$ cat config.mk
export PLATFORM = sky130hd
export DESIGN_NAME = itm_readback_timer
export DESIGN_NICKNAME = d
export VERILOG_FILES = /design/src/rtl/itm_pkg.sv /design/src/rtl/itm_cmd_decode.sv /design/src/rtl/itm_count_core.sv /design/src/rtl/itm_latch_port.sv /design/src/rtl/itm_readback_timer.sv
export SDC_FILE = /design/constraint.sdc
export NUM_CORES = 1
export LEC_CHECK = 0
export BUFFER_PORTS_ARGS = -buffer_cell sky130_fd_sc_hd__clkbuf_2
export CAP_MARGIN = 10
export CORE_MARGIN = 3
export CORE_UTILIZATION = 40
export DETAILED_ROUTE_END_ITERATION = 8
export PLACE_DENSITY_LB_ADDON = 0.2
export SYNTH_ARGS = -nofsm -noshare
export SYNTH_HDL_FRONTEND = slang
export SYNTH_SLANG_ARGS = --single-unit
$ cat constraint.sdc
create_clock -name clk -period 3.2 [get_ports clk]
set_input_delay 0.96 -clock clk [delete_from_list [all_inputs] [get_ports clk]]
set_output_delay 0.96 -clock clk [all_outputs]
set_load 0.005 [all_outputs]
$ cat src/rtl/itm_pkg.sv
// Package itm_pkg
// Shared constants, the per-channel control record and mode helpers for the
// three-channel interval timer. Assumes a 16-bit counter read as two bytes.
package itm_pkg;

    localparam int BYTE_W    = 8;
    localparam int CNT_W     = 2 * BYTE_W;
    localparam int NUM_CH    = 3;
    localparam int ADDR_W    = 2;
    localparam int CFG_W     = 6;
    localparam logic [ADDR_W-1:0] CTRL_ADDR = 2'b11;

    typedef enum logic [1:0] {
        FMT_LATCH = 2'b00,
        FMT_LO    = 2'b01,
        FMT_HI    = 2'b10,
        FMT_LOHI  = 2'b11
    } fmt_e;

    typedef struct packed {
        fmt_e       fmt;
        logic [2:0] mode;
        logic       bcd;
    } chan_cfg_t;

    // Periodic divide-by-N mode (mode codes 010 and 110).
    function automatic logic is_rate(input logic [2:0] m);
        return m[1:0] == 2'b10;
    endfunction

    // Software-triggered one-shot strobe mode (mode code 100).
    function automatic logic is_strobe(input logic [2:0] m);
        return m == 3'b100;
    endfunction

endpackage

$ cat src/rtl/itm_cmd_decode.sv
// Module itm_cmd_decode
// Turns one bus cycle into per-channel strobes: configuration, count latch,
// status latch, data write and data read. Purely combinational; assumes at
// most one of bus_wr / bus_rd is acted upon per channel per cycle.
module itm_cmd_decode
    import itm_pkg::*;
(
    input  logic                bus_wr,
    input  logic                bus_rd,
    input  logic [ADDR_W-1:0]   bus_addr,
    input  logic [BYTE_W-1:0]   bus_wdata,
    output logic [NUM_CH-1:0]   cfg_wr,
    output logic [NUM_CH-1:0]   cnt_req,
    output logic [NUM_CH-1:0]   st_req,
    output logic [NUM_CH-1:0]   data_wr,
    output logic [NUM_CH-1:0]   data_rd,
    output chan_cfg_t           cfg_val
);

    logic ctrl_wr;
    logic is_rb;

    assign ctrl_wr = bus_wr && (bus_addr == CTRL_ADDR);
    assign is_rb   = (bus_wdata[7:6] == 2'b11);
    assign cfg_val = chan_cfg_t'(bus_wdata[CFG_W-1:0]);

    // Purpose: route data-port cycles and decode control-port commands.
    always_comb begin
        cfg_wr  = '0;
        cnt_req = '0;
        st_req  = '0;
        data_wr = '0;
        data_rd = '0;
        for (int i = 0; i < NUM_CH; i++) begin
            data_wr[i] = bus_wr && (bus_addr == ADDR_W'(i));
            data_rd[i] = bus_rd && (bus_addr == ADDR_W'(i));
            if (ctrl_wr) begin
                if (is_rb) begin
                    if (bus_wdata[1+i]) begin
                        cnt_req[i] = !bus_wdata[5];
                        st_req[i]  = !bus_wdata[4];
                    end
                end else if (bus_wdata[7:6] == 2'(i)) begin
                    if (bus_wdata[5:4] == FMT_LATCH) cnt_req[i] = 1'b1;
                    else                             cfg_wr[i]  = 1'b1;
                end
            end
        end
    end

endmodule

$ cat src/rtl/itm_count_core.sv
// Module itm_count_core
// One channel's counting element: control record, count holding register,
// reload register, down-counter and OUT. Counts only on cycles with tick high.
// Assumes the control write has priority over a tick in the same cycle.
module itm_count_core
    import itm_pkg::*;
(
    input  logic                clk,
    input  logic                rst_n,
    input  logic                tick,
    input  logic                cfg_wr,
    input  chan_cfg_t           cfg_in,
    input  logic                data_wr,
    input  logic [BYTE_W-1:0]   wdata,
    output chan_cfg_t           cfg_q,
    output logic [CNT_W-1:0]    count_q,
    output logic                out_q,
    output logic                null_q
);

    localparam logic [CNT_W-1:0] ONE = CNT_W'(1);
    localparam logic [CNT_W-1:0] TWO = CNT_W'(2);

    logic [CNT_W-1:0] init_q;
    logic [CNT_W-1:0] reld_q;
    logic             pend_q;
    logic             wtog_q;
    logic             armed_q;
    logic             run_q;
    logic             rate;
    logic             strobe;

    assign rate   = is_rate(cfg_q.mode);
    assign strobe = is_strobe(cfg_q.mode);

    // Purpose: programming, count writes and per-tick counting for one channel.
    always_ff @(posedge clk) begin
        if (!rst_n) begin
            cfg_q   <= '0;
            count_q <= '0;
            init_q  <= '0;
            reld_q  <= '0;
            pend_q  <= 1'b0;
            wtog_q  <= 1'b0;
            armed_q <= 1'b0;
            run_q   <= 1'b0;
            out_q   <= 1'b1;
            null_q  <= 1'b0;
        end else if (cfg_wr) begin
            cfg_q   <= cfg_in;
            out_q   <= 1'b1;
            null_q  <= 1'b1;
            pend_q  <= 1'b0;
            wtog_q  <= 1'b0;
            armed_q <= 1'b0;
            run_q   <= 1'b0;
        end else begin
            if (tick) begin
                if (strobe) begin
                    if (pend_q) begin
                        count_q <= init_q;
                        pend_q  <= 1'b0;
                        null_q  <= 1'b0;
                        armed_q <= 1'b1;
                        out_q   <= 1'b1;
                    end else begin
                        count_q <= count_q - ONE;
                        if (armed_q && count_q == ONE) begin
                            out_q   <= 1'b0;
                            armed_q <= 1'b0;
                        end else begin
                            out_q   <= 1'b1;
                        end
                    end
                end else if (rate) begin
                    if (!run_q) begin
                        if (pend_q) begin
                            count_q <= init_q;
                            reld_q  <= init_q;
                            pend_q  <= 1'b0;
                            null_q  <= 1'b0;
                            run_q   <= 1'b1;
                            out_q   <= 1'b1;
                        end
                    end else if (count_q == ONE) begin
                        out_q <= 1'b1;
                        if (pend_q) begin
                            count_q <= init_q;
                            reld_q  <= init_q;
                            pend_q  <= 1'b0;
                            null_q  <= 1'b0;
                        end else begin
                            count_q <= reld_q;
                        end
                    end else begin
                        count_q <= count_q - ONE;
                        out_q   <= (count_q != TWO);
                    end
                end
            end
            if (data_wr) begin
                case (cfg_q.fmt)
                    FMT_LO: begin
                        init_q <= {{(CNT_W-BYTE_W){1'b0}}, wdata};
                        pend_q <= 1'b1;
                        null_q <= 1'b1;
                    end
                    FMT_HI: begin
                        init_q <= {wdata, {BYTE_W{1'b0}}};
                        pend_q <= 1'b1;
                        null_q <= 1'b1;
                    end
                    FMT_LOHI: begin
                        if (!wtog_q) begin
                            init_q[BYTE_W-1:0] <= wdata;
                            wtog_q <= 1'b1;
                        end else begin
                            init_q[CNT_W-1:BYTE_W] <= wdata;
                            wtog_q <= 1'b0;
                            pend_q <= 1'b1;
                            null_q <= 1'b1;
                        end
                    end
                    default: ;
                endcase
            end
        end
    end

    // A low OUT never lasts past the next tick.
    assert_out_low_one_tick_R6: assert property (@(posedge clk) disable iff (!rst_n)
        (!out_q && tick) |=> out_q);

    // OUT moves only on a tick or a control write.
    assert_out_steady_no_tick_R12: assert property (@(posedge clk) disable iff (!rst_n)
        (!tick && !cfg_wr) |=> $stable(out_q));

    // A control write leaves OUT high and a load pending.
    assert_cfg_forces_out_R2: assert property (@(posedge clk) disable iff (!rst_n)
        cfg_wr |=> (out_q && null_q));

    // The pending-load flag can only clear on a tick.
    assert_null_clears_on_tick_R3: assert property (@(posedge clk) disable iff (!rst_n)
        (null_q && !tick) |=> null_q);

endmodule

$ cat src/rtl/itm_latch_port.sv
// Module itm_latch_port
// One channel's read side: status latch, count latch, read byte toggle and the
// read data selection. Assumes status and count snapshots come from the core.
module itm_latch_port
    import itm_pkg::*;
(
    input  logic                clk,
    input  logic                rst_n,
    input  fmt_e                fmt,
    input  logic [CNT_W-1:0]    count,
    input  logic [BYTE_W-1:0]   status,
    input  logic                cfg_wr,
    input  logic                cnt_req,
    input  logic                st_req,
    input  logic                data_rd,
    output logic [BYTE_W-1:0]   rdata
);

    logic                st_v;
    logic [BYTE_W-1:0]   st_byte;
    logic                cl_v;
    logic [CNT_W-1:0]    cl_val;
    logic                rtog;
    logic [CNT_W-1:0]    src;

    // Purpose: capture latches on request and retire them as they are read.
    always_ff @(posedge clk) begin
        if (!rst_n) begin
            st_v    <= 1'b0;
            st_byte <= '0;
            cl_v    <= 1'b0;
            cl_val  <= '0;
            rtog    <= 1'b0;
        end else if (cfg_wr) begin
            st_v <= 1'b0;
            cl_v <= 1'b0;
            rtog <= 1'b0;
        end else begin
            if (data_rd) begin
                if (st_v) begin
                    st_v <= 1'b0;
                end else if (fmt == FMT_LOHI) begin
                    rtog <= !rtog;
                    if (cl_v && rtog) cl_v <= 1'b0;
                end else begin
                    cl_v <= 1'b0;
                end
            end
            if (cnt_req && !cl_v) begin
                cl_v   <= 1'b1;
                cl_val <= count;
            end
            if (st_req && !st_v) begin
                st_v    <= 1'b1;
                st_byte <= status;
            end
        end
    end

    assign src = cl_v ? cl_val : count;

    // Purpose: pick status, latched or live byte for the current read.
    always_comb begin
        if (st_v) begin
            rdata = st_byte;
        end else begin
            case (fmt)
                FMT_HI:   rdata = src[CNT_W-1:BYTE_W];
                FMT_LOHI: rdata = rtog ? src[CNT_W-1:BYTE_W] : src[BYTE_W-1:0];
                default:  rdata = src[BYTE_W-1:0];
            endcase
        end
    end

    // A held count survives ticks and repeated latch commands until read.
    assert_latch_held_R8: assert property (@(posedge clk) disable iff (!rst_n)
        (cl_v && !data_rd && !cfg_wr) |=> (cl_v && $stable(cl_val)));

    // A captured status stays until it is read.
    assert_status_held_R10: assert property (@(posedge clk) disable iff (!rst_n)
        (st_v && !data_rd && !cfg_wr) |=> (st_v && $stable(st_byte)));

endmodule

$ cat src/rtl/itm_readback_timer.sv
// Module itm_readback_timer
// Top of the three-channel interval timer: command decode, one counting core
// and one latch port per channel, and the bus read multiplexer.
// Assumes cnt_tick is synchronous to clk, one bit per channel.
module itm_readback_timer
    import itm_pkg::*;
(
    input  logic                clk,
    input  logic                rst_n,
    input  logic [1:0]          bus_addr,
    input  logic                bus_wr,
    input  logic [7:0]          bus_wdata,
    input  logic                bus_rd,
    output logic [7:0]          bus_rdata,
    input  logic [2:0]          cnt_tick,
    output logic [2:0]          tmr_out
);

    logic [NUM_CH-1:0]              cfg_wr;
    logic [NUM_CH-1:0]              cnt_req;
    logic [NUM_CH-1:0]              st_req;
    logic [NUM_CH-1:0]              data_wr;
    logic [NUM_CH-1:0]              data_rd;
    chan_cfg_t                      cfg_val;
    logic [NUM_CH-1:0][BYTE_W-1:0]  ch_rdata;

    itm_cmd_decode u_decode (
        .bus_wr    (bus_wr),
        .bus_rd    (bus_rd),
        .bus_addr  (bus_addr),
        .bus_wdata (bus_wdata),
        .cfg_wr    (cfg_wr),
        .cnt_req   (cnt_req),
        .st_req    (st_req),
        .data_wr   (data_wr),
        .data_rd   (data_rd),
        .cfg_val   (cfg_val)
    );

    for (genvar g = 0; g < NUM_CH; g++) begin : g_ch
        chan_cfg_t          cfg_q;
        logic [CNT_W-1:0]   count_q;
        logic               out_q;
        logic               null_q;

        itm_count_core u_core (
            .clk     (clk),
            .rst_n   (rst_n),
            .tick    (cnt_tick[g]),
            .cfg_wr  (cfg_wr[g]),
            .cfg_in  (cfg_val),
            .data_wr (data_wr[g]),
            .wdata   (bus_wdata),
            .cfg_q   (cfg_q),
            .count_q (count_q),
            .out_q   (out_q),
            .null_q  (null_q)
        );

        itm_latch_port u_port (
            .clk     (clk),
            .rst_n   (rst_n),
            .fmt     (cfg_q.fmt),
            .count   (count_q),
            .status  ({out_q, null_q, cfg_q}),
            .cfg_wr  (cfg_wr[g]),
            .cnt_req (cnt_req[g]),
            .st_req  (st_req[g]),
            .data_rd (data_rd[g]),
            .rdata   (ch_rdata[g])
        );

        assign tmr_out[g] = out_q;
    end

    // Purpose: return the addressed channel's byte; the control port reads 0.
    always_comb begin
        bus_rdata = '0;
        for (int i = 0; i < NUM_CH; i++) begin
            if (bus_addr == ADDR_W'(i)) bus_rdata = ch_rdata[i];
        end
    end

endmodule

* After elaboration in Yosys (flattened, before gate mapping)
Cells that the tools add are included.
** Operators by class
- Multiplexer cells :: 194
- Reduce and logical (&&, ||, !) cells :: 93
- Add/sub/neg operators :: 3
- Equality and inequality tests :: 42
- Bitwise operators :: 10
** Operator list (count)
- $mux W16 :: 30
- $pmux W16 S3 :: 3
- $mux W1 :: 137
- $mux W8 :: 15
- $eq A16 B1 Y1 const B :: 3
- $ne A16 B2 Y1 const B :: 3
- $pmux W8 S2 :: 3
- $sub A16 B1 Y16 const B :: 3
- $reduce_and A3 Y1 :: 15
- $reduce_and A4 Y1 :: 9
- $eq A2 B2 Y1 const B :: 13
- $reduce_bool A2 Y1 :: 12
- $logic_and A1 B1 Y1 :: 19
- $ne A2 B2 Y1 const B :: 9
- $reduce_and A2 Y1 :: 9
- $reduce_bool A3 Y1 :: 6
- $reduce_and A5 Y1 :: 3
- $pmux W1 S2 :: 6
- $reduce_or A2 Y1 :: 6
- $logic_not A1 Y1 :: 11
- $eq A2 B1 Y1 const B :: 5
- $not A1 Y1 :: 10
- $eq A3 B3 Y1 const B :: 3
- $ne A3 B1 Y1 const B :: 3
- other kinds (2) :: 6
** Word-level totals
- Logic and storage cells :: 396
- Input port bits :: 17
- Register bits after elaboration :: 261
- Output and inout port bits :: 11

* Logic depth before layout (Yosys ltp)
Gate-level depths: netlist of the first run.
- Word-level depth :: 10
- Depth in mapped cells :: 10

* Hierarchy
From an unflattened synthesis of the first run, not the netlist that was laid out.
** Unflattened totals
- Cells, all modules :: 1820
- Area, all modules :: 15073.2 µm²
** By module, submodules not included
- itm_count_core :: seq. area each 1201.2 µm², times used 3, cells each 421, area each 3425.8 µm²
- itm_latch_port :: seq. area each 540.5 µm², times used 3, cells each 167, area each 1447.6 µm²
- itm_cmd_decode :: seq. area each 0.0 µm², times used 1, cells each 33, area each 232.7 µm²
- itm_readback_timer :: seq. area each 0.0 µm², times used 1, cells each 23, area each 220.2 µm²

* Worst setup path before layout of the first run
OpenSTA, ideal clock, no wires.
- Path kind :: reg-to-output
- Start point :: register, netlist name g_ch[1].u_core.cfg_q[5]
- End point :: output port bus_rdata[2]
- Cell stages (with the launch flop) :: 10
- Arrival :: 1.895 ns
- Slack :: 0.345 ns
- Path buffers :: 2
- Cell sequence :: dfxtp_1 -> ha_1 -> clkbuf_1 -> nand2b_1 -> clkbuf_1 -> nand2_1 -> o22a_1 -> o21ai_0 -> a21oi_1 -> o22ai_1
** Between the ends
- Cells in the longest elaborated chain, start to end :: 5
- Elaborated cells between the ends (all ways) :: 6
- Classes of those cells :: 2 x eq/ne; 4 x mux
** Ends and longest elaborated chain
- $eq A2 B2 Y1 :: line itm_latch_port.sv:67 : case (fmt)
- $pmux W8 S2 * :: line itm_latch_port.sv:67
- $mux W8 * :: line itm_latch_port.sv:64 : if (st_v) begin
- $mux W8 * (2 in series) :: line itm_readback_timer.sv:80 : if (bus_addr == ADDR_W'(i)) bus_rdata = ch_rdata[i];
- end: declaration :: line itm_readback_timer.sv:14 : output logic [7:0] bus_rdata,
Mark *: on every way between the ends. The rest lies on a longest branch, timed or not.

* Worst setup path after layout of the first run
- Start point :: register, netlist name g_ch[2].u_core.cfg_q[4]
- End point :: output port bus_rdata[2]
** Between the ends
- Cells in the longest elaborated chain, start to end :: 4
- Elaborated cells between the ends (all ways) :: 5
- Classes of those cells :: 2 x eq/ne; 3 x mux
** Ends and longest elaborated chain (line)
- $eq A2 B2 Y1 :: itm_latch_port.sv:67
- $pmux W8 S2 * :: itm_latch_port.sv:67
- $mux W8 * :: itm_latch_port.sv:64
- $mux W8 * :: itm_readback_timer.sv:80
Marked as above.

==> results of run 1 <==
## layout by cell type, fill, tap and decap left out, types with 15 or more instances in the layout
| cell type | count |
|---|---|
| sky130_fd_sc_hd__a21oi_1 | 148 |
| sky130_fd_sc_hd__a31oi_1 | 17 |
| sky130_fd_sc_hd__buf_4 | 73 |
| sky130_fd_sc_hd__clkbuf_16 | 31 |
| sky130_fd_sc_hd__clkbuf_2 | 21 |
| sky130_fd_sc_hd__dfxtp_1 | 253 |
| sky130_fd_sc_hd__inv_1 | 21 |
| sky130_fd_sc_hd__mux2i_1 | 174 |
| sky130_fd_sc_hd__nand2_1 | 189 |
| sky130_fd_sc_hd__nand2b_1 | 15 |
| sky130_fd_sc_hd__nand3_1 | 70 |
| sky130_fd_sc_hd__nor2_1 | 237 |
| sky130_fd_sc_hd__nor3_1 | 34 |
| sky130_fd_sc_hd__o21ai_0 | 107 |
| sky130_fd_sc_hd__o22ai_1 | 19 |
| sky130_fd_sc_hd__or3_1 | 15 |
| sky130_fd_sc_hd__xnor2_1 | 18 |
| sky130_fd_sc_hd__xor2_1 | 18 |
## Yosys cell counts, types with 5 or more instances
| master | number |
|---|---|
| sky130_fd_sc_hd__inv_1 | 23 |
| sky130_fd_sc_hd__and2_1 | 11 |
| sky130_fd_sc_hd__nor2_1 | 237 |
| sky130_fd_sc_hd__a31oi_1 | 17 |
| sky130_fd_sc_hd__nor4_1 | 10 |
| sky130_fd_sc_hd__buf_1 | 14 |
| sky130_fd_sc_hd__nor2b_1 | 7 |
| sky130_fd_sc_hd__o22ai_1 | 35 |
| sky130_fd_sc_hd__nor4b_1 | 5 |
| sky130_fd_sc_hd__xor2_1 | 18 |
| sky130_fd_sc_hd__or2_2 | 9 |
| sky130_fd_sc_hd__mux2_2 | 11 |
| sky130_fd_sc_hd__ha_1 | 18 |
| sky130_fd_sc_hd__o211ai_1 | 6 |
| sky130_fd_sc_hd__dfxtp_1 | 261 |
| sky130_fd_sc_hd__nand4_1 | 6 |
| sky130_fd_sc_hd__a221oi_1 | 13 |
| sky130_fd_sc_hd__nor3b_1 | 9 |
| sky130_fd_sc_hd__o31ai_1 | 7 |
| sky130_fd_sc_hd__a211oi_1 | 11 |
| sky130_fd_sc_hd__or3_1 | 15 |
| sky130_fd_sc_hd__nor3_1 | 35 |
| sky130_fd_sc_hd__a22o_1 | 5 |
| sky130_fd_sc_hd__nand3b_1 | 8 |
| sky130_fd_sc_hd__nand2_1 | 191 |
| sky130_fd_sc_hd__and3_1 | 6 |
| sky130_fd_sc_hd__nand2b_1 | 16 |
| sky130_fd_sc_hd__clkbuf_1 | 94 |
| sky130_fd_sc_hd__buf_2 | 22 |
| sky130_fd_sc_hd__mux2i_1 | 183 |
| sky130_fd_sc_hd__xnor2_1 | 18 |
| sky130_fd_sc_hd__a311oi_1 | 5 |
| sky130_fd_sc_hd__o21ai_0 | 107 |
| sky130_fd_sc_hd__a21o_1 | 6 |
| sky130_fd_sc_hd__a21oi_1 | 150 |
| sky130_fd_sc_hd__nand3_1 | 70 |
## tightest hold or removal path, delay by kind of cell, from the launching register on
family           cells  cell delay (ns)
AND/OR/NAND/NOR      1             0.05
flip-flops           1             0.31
AO/OA/AOI/OAI        1             0.06
## registers in the layout (all words and copies together) (netlist names)
name	cells
g_ch.u_core.count_q	48
g_ch.u_port.rtog	3
g_ch.u_core.run_q	3
g_ch.u_port.cl_v	3
g_ch.u_port.st_v	3
g_ch.u_core.init_q	48
g_ch.u_core.armed_q	3
g_ch.u_core.wtog_q	3
g_ch.u_port.cl_val	48
g_ch.u_core.reld_q	48
g_ch.u_core.null_q	3
g_ch.u_port.st_byte	24
g_ch.u_core.out_q	3
g_ch.u_core.cfg_q	18
g_ch.u_core.pend_q	3
## kinds of logic after synthesis
logic type / Yosys count
simple gates: 670
compound gates: 424
flops: 261
mux: 195
buf+inv: 163
xor+xnor: 36
fa+ha+maj: 18
## per-layer routing
layer | GRT usage, % | up-vias | wire length (um)
met1 | 34.74 | 6250 | 21590
li1 | - | 6323 | -
met3 | 3.293 | 70 | 3277
met5 | 0 | - | 0
met2 | 33.59 | 493 | 19190
met4 | 6.037 | 0 | 1055
## final timing paths
check                                                from                  endpoint  slack [ns]  cells past startpoint
worst min register to register    g_ch[0].u_core.cfg_q[0]   g_ch[0].u_core.cfg_q[0]        0.46                      2
worst min-delay path              g_ch[0].u_core.cfg_q[0]   g_ch[0].u_core.cfg_q[0]        0.46                      2
worst max register to register  g_ch[0].u_core.count_q[3]  g_ch[0].u_core.reld_q[4]        0.48                      6
worst max-delay path              g_ch[2].u_core.cfg_q[4]              bus_rdata[2]       -0.07                      8
## timing repair
item	CTS	global route
resized for setup	55	22
hold buffers	0	0
pin swaps	11	11
endpoints found under the setup margin	8	8
setup buffers	4	1
## area by class of cell
cell class,instances,area (um^2)
Fill cell,3429,18310
Multi-Input combinational cell,1343,8673
Sequential cell,261,5245
Clock buffer,39,845.8
Timing Repair Buffer,109,837.1
Tap cell,455,569.3
Clock inverter,15,214.0
Inverter,25,101.3
## through the flow
stage | setup TNS (ns) | cells | power [mW]
6_report | -0.2732 | 2247 | 7.285
5_1_grt | -0.9072 | 2247 | 7.507
4_1_cts | -0.4724 | 2245 | 7.343
3_5_place_dp | -0.08772 | 2187 | 3.658
3_3_place_gp | 0 | 2187 | 3.657
2_1_floorplan | 0 | 1767 | 3.533
## where the power goes
| group | switching, mW | leakage, nW | internal (mW) |
|---|---|---|---|
| Clock | 1.43 | 0.523 | 2.26 |
| Combinational | 0.219 | 3.04 | 0.101 |
| Sequential | 0.0192 | 2.11 | 3.26 |
==> report_table.html, run 1 <==
<table>
<tr><th>Metric</th><th>Value</th></tr>
<tr><th colspan="2">Timing</th></tr>
<tr><td>Relative slew slack</td><td>35.07%</td></tr>
<tr><td>Setup WS post-layout</td><td>-0.07369 ns</td></tr>
<tr><td>Hold violation total from the final report</td><td>0</td></tr>
<tr><td>Worst setup skew after layout</td><td>0.01055 ns</td></tr>
<tr><td>Fin Hold WS</td><td>0.4597 ns</td></tr>
<tr><td>Tightest Pin Transition</td><td>0.9709 ns</td></tr>
<tr><td>Final worst-path cycle share</td><td>102.3%</td></tr>
<tr><td>Maximum achievable frequency</td><td>305.5 MHz</td></tr>
<tr><td>Max Transition Viols Final</td><td>0</td></tr>
<tr><td>Setup repair after global routing missed its margin</td><td>yes</td></tr>
<tr><td>Post-layout minimum cycle time</td><td>3.274 ns</td></tr>
<tr><td>Number of setup violations in the final report</td><td>6</td></tr>
<tr><th colspan="2">Detailed routing</th></tr>
<tr><td>Detailed Route WL</td><td>45120 um</td></tr>
<tr><td>Vias per cell</td><td>5.846</td></tr>
<tr><td>Initial drt markers</td><td>1357</td></tr>
<tr><td>Routed length per instance</td><td>20.08 um</td></tr>
<tr><td>Count of unresolved DRC violations after routing</td><td>0</td></tr>
<tr><td>Post-DRT Antenna Nets</td><td>0</td></tr>
<tr><td>First-pass detailed-route iteration total</td><td>5</td></tr>
<tr><td>Vias after detailed routing</td><td>13136</td></tr>
<tr><th colspan="2">Placed design</th></tr>
<tr><td>Placer congestion estimate</td><td>0.9139</td></tr>
<tr><td>Post-Place Setup Slack</td><td>-0.08772 ns</td></tr>
<tr><td>Half-perimeter wire length of the detailed placement result</td><td>32100 um</td></tr>
<tr><td>Cell area after placement</td><td>15010 um^2</td></tr>
<tr><td>Number of port buffers</td><td>27</td></tr>
<tr><th colspan="2">Die</th></tr>
<tr><td>Die Wd</td><td>194.7 um</td></tr>
<tr><td>Starting Density</td><td>40.94%</td></tr>
<tr><td>Die Outline Area</td><td>37920 um^2</td></tr>
<tr><td>Number of top-level pins</td><td>28</td></tr>
<tr><td>Num rows</td><td>68</td></tr>
<tr><td>Floorplan Core Area</td><td>34800 um^2</td></tr>
<tr><td>Height of the die</td><td>194.7 um</td></tr>
<tr><th colspan="2">Logic synthesis</th></tr>
<tr><td>Number of synthesis warnings</td><td>0</td></tr>
<tr><td>Post-synth EDFFs</td><td>0</td></tr>
<tr><td>Seq/Total Area, Yosys</td><td>36.68%</td></tr>
<tr><td>Adder-cell share of the synthesized area</td><td>1.581%</td></tr>
<tr><td>Post-synthesis instance total</td><td>1767</td></tr>
<tr><td>Synth area leader</td><td>sky130_fd_sc_hd__dfxtp_1</td></tr>
<tr><td>Main combinational cell family by area after synthesis</td><td>simple AND/OR/NAND/NOR gates</td></tr>
<tr><td>Avg Synthesized Cell Area</td><td>8.062 um^2</td></tr>
<tr><td>Post-synthesis share of cell area spent on and, or, nand and nor gates</td><td>22.58%</td></tr>
<tr><td>Dominant cells by area after synthesis</td><td>sky130_fd_sc_hd__dfxtp_1 (37%), sky130_fd_sc_hd__mux2i_1 (13%), sky130_fd_sc_hd__nor2_1 (6.2%)</td></tr>
<tr><td>XOR/XNOR Fraction of Synth Area</td><td>2.213%</td></tr>
<tr><td>Dominant register cell in the synthesized netlist</td><td>sky130_fd_sc_hd__dfxtp_1</td></tr>
<tr><td>Multiplexer area fraction after synthesis</td><td>13.81%</td></tr>
<tr><td>Register bit total from synthesis</td><td>261</td></tr>
<tr><td>Fraction of the mapped netlist area in compound gates</td><td>18.34%</td></tr>
<tr><td>Fraction of post-synthesis cell area in the top cell type by area</td><td>36.68%</td></tr>
<tr><td>Post-synthesis cell type count</td><td>87</td></tr>
<tr><td>Net count after synthesis</td><td>1802</td></tr>
<tr><td>Fraction of registers with async set or reset after synthesis</td><td>0%</td></tr>
<tr><td>Cell Area, Synth</td><td>14250 um^2</td></tr>
<tr><th colspan="2">Final layout</th></tr>
<tr><td>Layout cell share with drive strength beyond 1</td><td>14.56%</td></tr>
<tr><td>Fin area</td><td>16490 um^2</td></tr>
<tr><td>Finished Core Util</td><td>47.38%</td></tr>
<tr><td>Number of antenna repair diodes</td><td>0</td></tr>
<tr><td>Area grow syn2layout</td><td>15.72%</td></tr>
<tr><td>Net count reported at finish</td><td>1806</td></tr>
<tr><th colspan="2">Status</th></tr>
<tr><td>Failing checks</td><td>setup timing</td></tr>
<tr><td>Result of the run</td><td>finished with violations</td></tr>
<tr><th colspan="2">Clock network</th></tr>
<tr><td>Clock-pin slew reported for the worst setup and hold paths after clock tree synthesis</td><td>0.06 ns</td></tr>
<tr><td>Latest clock arrival within the worst-skew pair</td><td>0.56 ns</td></tr>
<tr><td>Clock tree from TritonCTS</td><td>yes</td></tr>
<tr><td>Number of sinks driven by the clock tree</td><td>261</td></tr>
<tr><td>Worst-case clock buffer depth</td><td>3</td></tr>
<tr><td>H-Tree Level Count</td><td>1</td></tr>
<tr><td>Clk root buf</td><td>sky130_fd_sc_hd__clkbuf_16</td></tr>
<tr><td>Clock buffers created by TritonCTS</td><td>31</td></tr>
<tr><th colspan="2">GRT</th></tr>
<tr><td>Wire length of the first global-routing pass</td><td>70530 um</td></tr>
<tr><td>Vias in the first global route</td><td>12006</td></tr>
<tr><td>Sum of overflow across all layers after global routing</td><td>0</td></tr>
<tr><td>Maximum number of pins on one net before global-route repair</td><td>78</td></tr>
<tr><td>Initial antenna violation count</td><td>0</td></tr>
<tr><td>Global-route usage over all layers</td><td>22.83%</td></tr>
<tr><th colspan="2">Setup path</th></tr>
<tr><td>Maximum fanout along the worst path</td><td>8</td></tr>
<tr><td>Worst path max stage delay</td><td>0.36 ns</td></tr>
<tr><td>Crit path arrival time</td><td>2.31 ns</td></tr>
<tr><td>Count of buffer and inverter cells on the critical path</td><td>3</td></tr>
<tr><td>Family with the most delay on the worst path</td><td>buffers and inverters</td></tr>
<tr><td>Kind of start point of the critical path</td><td>register</td></tr>
<tr><td>Worst setup path category</td><td>reg -&gt; out</td></tr>
<tr><td>Chain of cells forming the critical path</td><td>inv_1 &gt; ha_1 &gt; a21oi_1 &gt; buf_6 &gt; o22ai_1 &gt; mux2i_1 &gt; o22ai_1 &gt; buf_2</td></tr>
<tr><td>Endpoint kind of the worst setup timing path</td><td>output port</td></tr>
<tr><td>Worst path required time</td><td>2.24 ns</td></tr>
<tr><td>Worst path most repeated cell</td><td>sky130_fd_sc_hd__o22ai_1</td></tr>
<tr><td>Slowest stage cell, crit path</td><td>sky130_fd_sc_hd__dfxtp_2</td></tr>
<tr><th colspan="2">Power and ir drop</th></tr>
<tr><td>Power per cell area</td><td>441.9 nW/um^2</td></tr>
<tr><td>Maximum resistive drop on vdd</td><td>0.4427 mV</td></tr>
<tr><td>Pleak</td><td>5.673 nW</td></tr>
<tr><th colspan="2">Worst hold path</th></tr>
<tr><td>Worst Hold Class</td><td>reg -&gt; reg</td></tr>
<tr><th colspan="2">Job</th></tr>
<tr><td>Count of maximum capacitance violations</td><td>0</td></tr>
</table>
No activity file was read; power rests on OpenSTA's default activity.
==> run 2: changes to the inputs <==
Settings changed: CORE_UTILIZATION 40 to 55.
==> run 2 against run 1 <==
The flow still finishes with violations (setup timing). Via count increased by 2.2%. Die area decreased by 26%. Maximum frequency increased by 1.7%. Combinational power about the same. Clock skew decreased by 0.0028 ns. Total power decreased by 0.69%. Clock-buffer cell count decreased by 1. Cell area decreased by 1.7%. Flip-flop and latch count unchanged. Critical endpoint is now bus_rdata[7]. Largest power group unchanged. Highest routed layer unchanged.
==> report_table.html, run 2 (synthesized netlist as in run 1, its figures left out) <==
<table>
<tr><th>Metric</th><th>Value</th></tr>
<tr><th colspan="2">Placed design</th></tr>
<tr><td>Cell area after placement</td><td>14800 um^2 (-1.4%)</td></tr>
<tr><td>Placer congestion estimate</td><td>0.9956 (+8.9%)</td></tr>
<tr><td>Number of port buffers</td><td>27 (unchanged)</td></tr>
<tr><td>Post-Place Setup Slack</td><td>0.1717 ns (+0.2594 ns)</td></tr>
<tr><td>Half-perimeter wire length of the detailed placement result</td><td>31390 um (-2.2%)</td></tr>
<tr><th colspan="2">Clock network</th></tr>
<tr><td>Clock tree from TritonCTS</td><td>yes</td></tr>
<tr><td>Number of sinks driven by the clock tree</td><td>261 (unchanged)</td></tr>
<tr><td>Worst-case clock buffer depth</td><td>3 (unchanged)</td></tr>
<tr><td>Latest clock arrival within the worst-skew pair</td><td>0.55 ns (about the same)</td></tr>
<tr><td>Hold bufs inserted after CTS</td><td>0 (unchanged)</td></tr>
<tr><td>Clk root buf</td><td>sky130_fd_sc_hd__clkbuf_16</td></tr>
<tr><td>H-Tree Level Count</td><td>1 (unchanged)</td></tr>
<tr><td>Clock-pin slew reported for the worst setup and hold paths after clock tree synthesis</td><td>0.06 ns (about the same)</td></tr>
<tr><td>Clock buffers created by TritonCTS</td><td>29 (-6.5%)</td></tr>
<tr><th colspan="2">Status</th></tr>
<tr><td>Failing checks</td><td>setup timing</td></tr>
<tr><td>Result of the run</td><td>finished with violations</td></tr>
<tr><th colspan="2">Timing</th></tr>
<tr><td>Setup WS post-layout</td><td>-0.01759 ns (+0.05610 ns)</td></tr>
<tr><td>Post-layout minimum cycle time</td><td>3.218 ns (-0.05610 ns)</td></tr>
<tr><td>Relative slew slack</td><td>49.26% (+14 points)</td></tr>
<tr><td>Final worst-path cycle share</td><td>100.5% (-1.8 points)</td></tr>
<tr><td>Setup repair after global routing missed its margin</td><td>yes</td></tr>
<tr><td>Hold violation total from the final report</td><td>0 (unchanged)</td></tr>
<tr><td>Worst setup skew after layout</td><td>0.007736 ns (-0.002810 ns)</td></tr>
<tr><td>Max Transition Viols Final</td><td>0 (unchanged)</td></tr>
<tr><td>Maximum achievable frequency</td><td>310.8 MHz (+1.7%)</td></tr>
<tr><td>Fin Hold WS</td><td>0.4599 ns (+0.0001660 ns)</td></tr>
<tr><td>Number of setup violations in the final report</td><td>4 (-2)</td></tr>
<tr><td>Tightest Pin Transition</td><td>0.7570 ns (-0.2139 ns)</td></tr>
<tr><th colspan="2">GRT</th></tr>
<tr><td>Wire length of the first global-routing pass</td><td>70390 um (-0.21%)</td></tr>
<tr><td>Sum of overflow across all layers after global routing</td><td>0 (unchanged)</td></tr>
<tr><td>Initial antenna violation count</td><td>0 (unchanged)</td></tr>
<tr><td>Vias in the first global route</td><td>12541 (+4.5%)</td></tr>
<tr><td>Global-route usage over all layers</td><td>30.90% (+8.1 points)</td></tr>
<tr><td>Maximum number of pins on one net before global-route repair</td><td>76 (-2.6%)</td></tr>
<tr><th colspan="2">Setup path</th></tr>
<tr><td>Endpoint kind of the worst setup timing path</td><td>output port</td></tr>
<tr><td>Crit path arrival time</td><td>2.26 ns (-0.05 ns)</td></tr>
<tr><td>Register-to-Register Path Depth</td><td>8 (+2)</td></tr>
<tr><td>Worst setup path category</td><td>reg -&gt; out</td></tr>
<tr><td>Maximum fanout along the worst path</td><td>8 (unchanged)</td></tr>
<tr><td>Setup slack, reg-to-reg</td><td>0.49 ns (about the same)</td></tr>
<tr><td>Worst flop-to-flop path startpoint</td><td>g_ch[2].u_core.count_q[0]</td></tr>
<tr><td>Worst path required time</td><td>2.24 ns (about the same)</td></tr>
<tr><td>Critical R2R Capture</td><td>g_ch[2].u_core.reld_q[1]</td></tr>
<tr><td>Kind of start point of the critical path</td><td>register</td></tr>
<tr><th colspan="2">Detailed routing</th></tr>
<tr><td>Top sig layer</td><td>met4</td></tr>
<tr><td>Detailed Route WL</td><td>44640 um (-1.1%)</td></tr>
<tr><td>Vias after detailed routing</td><td>13421 (+2.2%)</td></tr>
<tr><td>Met2 wire len</td><td>18770 um (-2.2%)</td></tr>
<tr><td>Vias per cell</td><td>6.343 (+8.5%)</td></tr>
<tr><td>Detailed-routed wire length on met3</td><td>4228 um (+29%)</td></tr>
<tr><td>First-pass detailed-route iteration total</td><td>6 (+1)</td></tr>
<tr><td>Met1 layer wirelength in the final routing</td><td>20490 um (-5.1%)</td></tr>
<tr><td>Routed length per instance</td><td>21.10 um (+5.1%)</td></tr>
<tr><td>Post-DRT Antenna Nets</td><td>0 (unchanged)</td></tr>
<tr><td>Count of unresolved DRC violations after routing</td><td>0 (unchanged)</td></tr>
<tr><td>Initial drt markers</td><td>1472 (+8.5%)</td></tr>
<tr><th colspan="2">Die</th></tr>
<tr><td>Num rows</td><td>58 (-15%)</td></tr>
<tr><td>Height of the die</td><td>166.9 um (-14%)</td></tr>
<tr><td>Starting Density</td><td>56.25% (+15 points)</td></tr>
<tr><td>Die Wd</td><td>166.9 um (-14%)</td></tr>
<tr><td>Floorplan Core Area</td><td>25330 um^2 (-27%)</td></tr>
<tr><td>Die Outline Area</td><td>27870 um^2 (-26%)</td></tr>
<tr><td>Number of top-level pins</td><td>28 (unchanged)</td></tr>
<tr><th colspan="2">Power and ir drop</th></tr>
<tr><td>Overall Power</td><td>7.235 mW (-0.69%)</td></tr>
<tr><td>Power per cell area</td><td>446.2 nW/um^2 (+0.99%)</td></tr>
<tr><td>Pleak</td><td>5.625 nW (-0.84%)</td></tr>
<tr><td>Maximum resistive drop on vdd</td><td>0.4186 mV (-5.5%)</td></tr>
<tr><th colspan="2">Final layout</th></tr>
<tr><td>Most frequent cells in the layout</td><td>sky130_fd_sc_hd__dfxtp_1 (253), sky130_fd_sc_hd__nor2_1 (237), sky130_fd_sc_hd__nand2_1 (188)</td></tr>
<tr><td>Net count reported at finish</td><td>1798 (-0.44%)</td></tr>
<tr><td>Fin area</td><td>16210 um^2 (-1.7%)</td></tr>
<tr><td>Layout cell share with drive strength beyond 1</td><td>14.78% (+0.22 points)</td></tr>
<tr><td>Most common cell after layout, fill and taps aside</td><td>sky130_fd_sc_hd__dfxtp_1</td></tr>
<tr><td>Area grow syn2layout</td><td>13.81%</td></tr>
<tr><td>Number of antenna repair diodes</td><td>0 (unchanged)</td></tr>
<tr><td>Finished Core Util</td><td>64.02% (+17 points)</td></tr>
<tr><th colspan="2">Worst hold path</th></tr>
<tr><td>Launch point of the worst hold path</td><td>g_ch[0].u_core.cfg_q[0]</td></tr>
<tr><td>Hold Path Sink</td><td>g_ch[0].u_core.cfg_q[0]</td></tr>
<tr><td>Worst Hold Class</td><td>reg -&gt; reg</td></tr>
<tr><td>Hold depth</td><td>2 (unchanged)</td></tr>
<tr><th colspan="2">Job</th></tr>
<tr><td>Count of maximum capacitance violations</td><td>0 (unchanged)</td></tr>
</table>
## run 2: critical path: stages, from the launching register on
cell and delay (ns):
sky130_fd_sc_hd__dfxtp_2 0.37, sky130_fd_sc_hd__inv_1 0.08, sky130_fd_sc_hd__ha_1 0.25, sky130_fd_sc_hd__a21oi_2 0.13, sky130_fd_sc_hd__buf_4 0.20, sky130_fd_sc_hd__o22ai_2 0.10
sky130_fd_sc_hd__mux2i_2 0.29, sky130_fd_sc_hd__o22ai_1 0.14, sky130_fd_sc_hd__buf_2 0.15
## run 2: metal layers
metal / GRT usage (%) / vias to the layer above
met3: 6.029 / 83
met2: 45.45 / 639
met4: 8.034 / 0
met1: 46.39 / 6399
met5: 0 / -
li1: - / 6300
## run 2: worst max-delay path by stage
stage	startpoint	to	slack (ns)	cells past startpoint
final	g_ch[2].u_core.cfg_q[4]	bus_rdata[7]	-0.02	8
after global placement	g_ch[1].u_port.cl_v	bus_rdata[4]	0.19	6
after detailed placement	g_ch[1].u_port.cl_v	bus_rdata[4]	0.17	6
after floorplan	g_ch[1].u_core.cfg_q[5]	bus_rdata[2]	0.34	9
after CTS	g_ch[0].u_core.cfg_q[4]	bus_rdata[2]	-0.02	9
after global routing	g_ch[1].u_core.cfg_q[4]	bus_rdata[1]	-0.11	9
## run 2: power breakdown
part	switching [mW]	total (mW)	internal [mW]
clock	1.41	3.64	2.23
sequential	0.0190	3.27	3.25
combinational	0.219	0.320	0.101
## run 2: layout make-up
type | count | area [um^2]
inverters | 25 | 103.9
fillers | 2191 | 9114
well taps | 330 | 412.9
multi-input cells | 1343 | 8647
flip-flops and latches | 261 | 5250
clock inverters | 16 | 222.7
clock buffers | 38 | 829.5
repair buffers | 103 | 747.0
## run 2: what timing repair did
item                       CTS  global route
setup buffers                3             1
cloned                       0             0
gates resized for setup     56            24
pin swaps                    9             9
setup endpoints to repair    8             8
## run 2: stage by stage
stage | cells | TNS [ns]
2_1_floorplan | 1767 | 0
3_3_place_gp | 2058 | 0
3_5_place_dp | 2058 | 0
4_1_cts | 2115 | -0.1092
5_1_grt | 2116 | -0.5820
6_report | 2116 | -0.04996
